===== src/rtl/irq_presenter.sv =====
module irq_presenter #(
  parameter int SRC_W   = 24,
  parameter int PRI_W   = 8,
  parameter int IPI_SRC = 2
) (
  input  logic                    clk,
  input  logic                    rst_n,
  input  logic                    offer_valid,
  input  logic [SRC_W-1:0]        offer_src,
  input  logic [PRI_W-1:0]        offer_prio,
  output logic                    offer_nack,
  output logic                    bounce_valid,
  output logic [SRC_W-1:0]        bounce_src,
  input  logic                    op_valid,
  input  logic [2:0]              op_code,
  input  logic [PRI_W+SRC_W-1:0]  op_wdata,
  output logic                    rd_valid,
  output logic [PRI_W+SRC_W-1:0]  rd_data,
  output logic [PRI_W-1:0]        rd_ipi,
  output logic                    eoi_valid,
  output logic [SRC_W-1:0]        eoi_src,
  output logic                    resend_req,
  output logic                    irq_out
);
  localparam int WORD_W = PRI_W + SRC_W;
  localparam logic [PRI_W-1:0] LEAST = '1;
  localparam logic [SRC_W-1:0] NONE  = '0;
  localparam logic [SRC_W-1:0] IPI_NUM = SRC_W'(IPI_SRC);

  localparam logic [2:0] OP_ACCEPT = 3'd1;
  localparam logic [2:0] OP_POLL   = 3'd2;
  localparam logic [2:0] OP_PRIO   = 3'd3;
  localparam logic [2:0] OP_IPI    = 3'd4;
  localparam logic [2:0] OP_EOI    = 3'd5;

  logic [PRI_W-1:0] cur_q, pend_q, ipi_q;
  logic [SRC_W-1:0] src_q;
  logic             ext_q;

  logic [PRI_W-1:0] cur_d, pend_d, ipi_d;
  logic [SRC_W-1:0] src_d;
  logic             ext_d, irq_d;
  logic             nack_d, bnc_d, rdv_d, eoi_d, rsd_d;
  logic [SRC_W-1:0] bnc_src_d, eoi_src_d;
  logic [WORD_W-1:0] rd_d;
  logic             ipi_chk;

  wire [PRI_W-1:0] wr_pri = op_wdata[PRI_W-1:0];

  always_comb begin
    cur_d = cur_q; pend_d = pend_q; ipi_d = ipi_q; src_d = src_q;
    ext_d = ext_q; irq_d = irq_out;
    nack_d = 1'b0; bnc_d = 1'b0; bnc_src_d = bounce_src;
    rdv_d = 1'b0; rd_d = rd_data;
    eoi_d = 1'b0; eoi_src_d = eoi_src; rsd_d = 1'b0;
    ipi_chk = 1'b0;

    if (op_valid) begin
      nack_d = offer_valid;
      case (op_code)
        OP_ACCEPT: begin
          rdv_d = 1'b1;
          rd_d  = {cur_q, src_q};
          cur_d = pend_q; src_d = NONE; pend_d = LEAST;
          ext_d = 1'b0; irq_d = 1'b0;
        end
        OP_POLL: begin
          rdv_d = 1'b1;
          rd_d  = {cur_q, src_q};
        end
        OP_PRIO: begin
          cur_d = wr_pri;
          if (wr_pri < cur_q) begin
            if (src_q != NONE && wr_pri <= pend_q) begin
              src_d = NONE; pend_d = LEAST; irq_d = 1'b0; ext_d = 1'b0;
              if (ext_q) begin
                bnc_d = 1'b1; bnc_src_d = src_q;
              end
            end
          end else if (src_q == NONE) begin
            rsd_d   = 1'b1;
            ipi_chk = ipi_q < wr_pri;
          end
        end
        OP_IPI: begin
          ipi_d   = wr_pri;
          ipi_chk = wr_pri < cur_q;
        end
        OP_EOI: begin
          cur_d     = op_wdata[WORD_W-1:SRC_W];
          eoi_d     = 1'b1;
          eoi_src_d = op_wdata[SRC_W-1:0];
          if (src_q == NONE) begin
            rsd_d   = 1'b1;
            ipi_chk = ipi_q < op_wdata[WORD_W-1:SRC_W];
          end
        end
        default: ;
      endcase

      if (ipi_chk && !(src_d != NONE && pend_d <= ipi_d)) begin
        if (src_d != NONE && ext_d) begin
          bnc_d = 1'b1; bnc_src_d = src_d;
        end
        src_d = IPI_NUM; pend_d = ipi_d; ext_d = 1'b0; irq_d = 1'b1;
      end
    end else if (offer_valid) begin
      if (offer_prio >= cur_q || (src_q != NONE && pend_q <= offer_prio)) begin
        nack_d = 1'b1;
      end else begin
        if (src_q != NONE && ext_q) begin
          bnc_d = 1'b1; bnc_src_d = src_q;
        end
        src_d = offer_src; pend_d = offer_prio; ext_d = 1'b1; irq_d = 1'b1;
      end
    end
  end

  always_ff @(posedge clk) begin
    if (!rst_n) begin
      cur_q <= '0; src_q <= NONE; pend_q <= LEAST; ipi_q <= LEAST; ext_q <= 1'b0;
      irq_out <= 1'b0; offer_nack <= 1'b0; bounce_valid <= 1'b0; bounce_src <= NONE;
      rd_valid <= 1'b0; rd_data <= '0; rd_ipi <= LEAST;
      eoi_valid <= 1'b0; eoi_src <= NONE; resend_req <= 1'b0;
    end else begin
      cur_q <= cur_d; src_q <= src_d; pend_q <= pend_d; ipi_q <= ipi_d; ext_q <= ext_d;
      irq_out <= irq_d; offer_nack <= nack_d;
      bounce_valid <= bnc_d; bounce_src <= bnc_src_d;
      rd_valid <= rdv_d; rd_data <= rd_d;
      if (op_valid && op_code == OP_POLL) rd_ipi <= ipi_q;
      eoi_valid <= eoi_d; eoi_src <= eoi_src_d; resend_req <= rsd_d;
    end
  end

  AST_IRQ_HAS_SRC: assert property (@(posedge clk) disable iff (!rst_n)
    irq_out |-> src_q != NONE);
  AST_LOW_OFFER_NACK: assert property (@(posedge clk) disable iff (!rst_n)
    offer_valid && !op_valid && offer_prio >= cur_q |=> offer_nack && $stable(src_q));
  AST_TAKEN_OFFER: assert property (@(posedge clk) disable iff (!rst_n)
    offer_valid && !op_valid && offer_src != NONE && offer_prio < cur_q &&
    (src_q == NONE || offer_prio < pend_q) |=> irq_out && src_q == $past(offer_src));
  AST_ACCEPT_DROPS: assert property (@(posedge clk) disable iff (!rst_n)
    op_valid && op_code == OP_ACCEPT |=> !irq_out && rd_valid && src_q == NONE);
  AST_POLL_QUIET: assert property (@(posedge clk) disable iff (!rst_n)
    op_valid && op_code == OP_POLL |=> $stable(irq_out) && $stable(src_q) && !bounce_valid);
  AST_BUSY_NACK: assert property (@(posedge clk) disable iff (!rst_n)
    op_valid && offer_valid |=> offer_nack);
endmodule


===== config.mk =====
export PLATFORM = sky130hd
export DESIGN_NAME = irq_presenter
export DESIGN_NICKNAME = d
export VERILOG_FILES = /design/src/rtl/irq_presenter.sv
export SDC_FILE = /design/constraint.sdc
export NUM_CORES = 1
export LEC_CHECK = 0
export BUFFER_PORTS_ARGS = -buffer_cell sky130_fd_sc_hd__buf_2
export CAP_MARGIN = 40
export CORE_MARGIN = 1.5
export CORE_UTILIZATION = 50
export DETAILED_ROUTE_END_ITERATION = 8
export PLACE_DENSITY = 0.8
export SYNTH_ARGS = -nofsm -noshare
export SYNTH_HDL_FRONTEND = slang
export SYNTH_SLANG_ARGS = --single-unit

===== constraint.sdc =====
create_clock -name clk -period 6.7 [get_ports clk]
set_input_delay 1.34 -clock clk [delete_from_list [all_inputs] [get_ports clk]]
set_output_delay 1.34 -clock clk [all_outputs]
set_load 0.01 [all_outputs]

==> out/metrics.cfg <==
[status]
status=complete, no violations

[sta]
fin_crit_ps=5822
fmax_mhz=171.8
period_share=0.8690
hold_viol=0
slew_violations=0
fin_skew_ps=7.883
fin_ws_ps=877.6
max_slew_margin=0.3532
rsz0062_at_grt=no
tightest_slew_ps=970.1
setup_viol=0
tns_ps=0

[critical_path]
end_kind=register
worstPathArrival_ps=6190
critPathKind=in -> reg
ff2ff_path_depth=17
required_ps=7060
critPathLaunchType=primary input
crit_fanout=23

[logic_synthesis]
avgSynthCellArea_um2=8.668
ys_warn_count=0
ys_seq_area_frac=0.4092
synth_top_area_share=0.4092
syn_area_mm2=0.006995
synth_cells=807
yosysMostFrequentCell=nand2_1
yosys-top-cells-count=212 x nand2_1, 143 x dfxtp_1, 56 x a21boi_0
yosys.area.top_type=dfxtp_1
synth_edf_count=0
synth_nets=931
yosys_most_used_dff=dfxtp_1
yosysUniqueCellTypes=53
synth_seq_cells=143
synth_area_leaders=dfxtp_1 41%, nand2_1 11%, ha_1 9.5%, a21boi_0 6.0%, mux2i_1 5.6%
synthArstFlopShare=0

[power]
seq_power_share=0.413
p_int_mw=1.589
p_comb_frac=0.129
total_power_mw=2.166
p_sw_uw=576.9
power_leakage_nw=3.793
ir_worst_vdd_mv=0.1751
clkPwrFrac=0.458
pwr_density_cell_mw_per_mm2=252.7
swShare=0.2663

[clocking]
htree_num_levels=4
cts.repair.resized=0
cts_tree=yes
postCtsHoldBufs=0
cts_setup_buffers=0
clockBufferDepth=2
cts_root_buffer=clkbuf_16
clk_pin_slew_ps=60
clk_latency_ps=430
numCtsBuffers=17
clock_sinks=143

[place]
placed_cells=1111
pre_cts_slack_ps=633.4
portBuffers=164
routabilityCongestion=0.9248
hpwlAfterDp_um=14440

[global_routing]
grt_pass1_vias=6004
grt-ovfl-total=0
grt_pass1_wl_um=30920
antenna_found_initial=1
grt_max_degree=73
grt_usage=0.2734

[cells_and_area]
layout-drive-gt1-share=0.2181
finalNonFillerCells=1144
fill_cells=1205
syn_to_final_growth_pct=22.55
layout.nets=1074

[drt]
drcViolationCount=0
drt-total-wl_um=19690
vias=6464
vias_per_cell=5.650
first_pass_iters=5
drt_iter0_drc=658
ant_nets=0
wl_per_cell_um=17.21

[floorplan]
dieWidth_um=121.3
core-area_mm2=0.01377
die_h_um=121.3
ios=165
row_count=43
start_util=0.5079
dieArea_mm2=0.01471

[flow_run]
maxCapViolCount=0

[worst_hold_path]
whs_path_depth=2
worstHoldPathType=reg -> reg

-- critical path, cell delays in order --
cell	delay [ps]
buf_2	150
ha_1	320
a211oi_1	260
nor2_1	90
a211oi_2	370
a41oi_1	150
or3_1	610
nand2_1	160
ha_1	250
a21o_1	160
a21oi_1	200
nand2b_1	80
o21ai_0	320
o311ai_0	290
nand2b_1	420
a21o_1	730
a32o_1	290
-- area by class of cell --
| cell class | count | area, µm² | share of cell area |
|---|---|---|---|
| multi-input cells | 571 | 3766 | 0.4393 |
| flip-flops and latches | 143 | 2863 | 0.3339 |
| clock buffers | 19 | 442.9 | 0.05166 |
| repair buffers | 173 | 930.9 | 0.1086 |
| inverters | 44 | 165.2 | 0.01926 |
| clock inverters | 13 | 177.7 | 0.02072 |
| well taps | 180 | 225.2 | 0.02627 |
| diodes | 1 | 2.502 | 0.0002919 |
-- path summary, 6_finish.rpt --
check	slack [ps]	start	end
max	880	op_wdata[5]	src_q[4]
max reg2reg	1510	cur_q[5]	src_q[4]
min reg2reg	450	bounce_src[15]	bounce_src[15]
min	450	bounce_src[15]	bounce_src[15]
-- cells in the final DEF (no fill, tap or decap), drive strengths merged, types with 2 or more instances in the layout --
cell       n
a211o      4
a211oi     6
a21boi    65
a21o       9
a21oi     13
a22oi      8
a2bb2oi    8
a31oi     15
a32o      23
and2       5
and3       6
and4       4
buf      173
bufinv     3
clkbuf    19
clkinv     4
dfxtp    143
ha        53
inv       49
mux2i     39
nand2    212
nand2b     6
nand3      8
nand4      3
nor2      11
nor2b      4
nor3       2
nor4       7
o211a      9
o21a       2
o21ai     33
o221ai     2
-- metal layers --
| layer | GRT usage | wire, µm | share of wire | vias up |
|---|---|---|---|---|
| met3 | 0.06156 | 1389 | 0.071 | 39 |
| met2 | 0.4410 | 9383 | 0.48 | 250 |
| met5 | 0 | 0 | 0 | - |
| met4 | 0.1140 | 499 | 0.025 | 0 |
| met1 | 0.3518 | 8417 | 0.43 | 3051 |
| li1 | - | - | - | 3124 |
-- power groups by stage --
stage / Sequential [mW] / Clock (mW) / Combinational [mW]
global placement: 0.913 / 0 / 0.265
CTS: 0.895 / 1.01 / 0.276
finish: 0.895 / 0.991 / 0.280
global route: 0.898 / 1.05 / 0.310
detailed placement: 0.913 / 0 / 0.274
floorplan: 0.909 / 0 / 0.182
-- through the flow --
stage	hold WS (ps)	utilization	area [µm²]
6_report	454.8	0.6225	8573
5_1_grt	471.3	0.6225	8573
4_1_cts	456.1	0.6223	8571
3_5_place_dp	447.0	0.5772	7950
3_3_place_gp	439.8	0.5732	7895
2_1_floorplan	450.9	-	6995
-- kinds of logic (layout without fill, tap and decap cells) --
| logic type | Yosys count | count (layout) | share of synthesized area |
|---|---|---|---|
| and+or+nand+nor | 270 | 270 | 0.1629 |
| muxes | 40 | 40 | 0.05741 |
| buffers and inverters | 93 | 249 | 0.05240 |
| DFF | 143 | 143 | 0.4092 |
| adders and majority gates | 53 | 53 | 0.09480 |
| xor gates and xnor gates | 1 | 1 | 0.001252 |
| AOI/OAI and AO/OA | 207 | 207 | 0.2220 |
| other | 0 | 1 | 0 |
-- flip-flops by register name, summed over array words and instances (netlist names), 8 cells and up --
signal      cells
bounce_src     24
cur_q           8
eoi_src        24
ipi_q           8
pend_q          8
rd_data        32
rd_ipi          8
src_q          24
(Power assumes the default switching activity.)
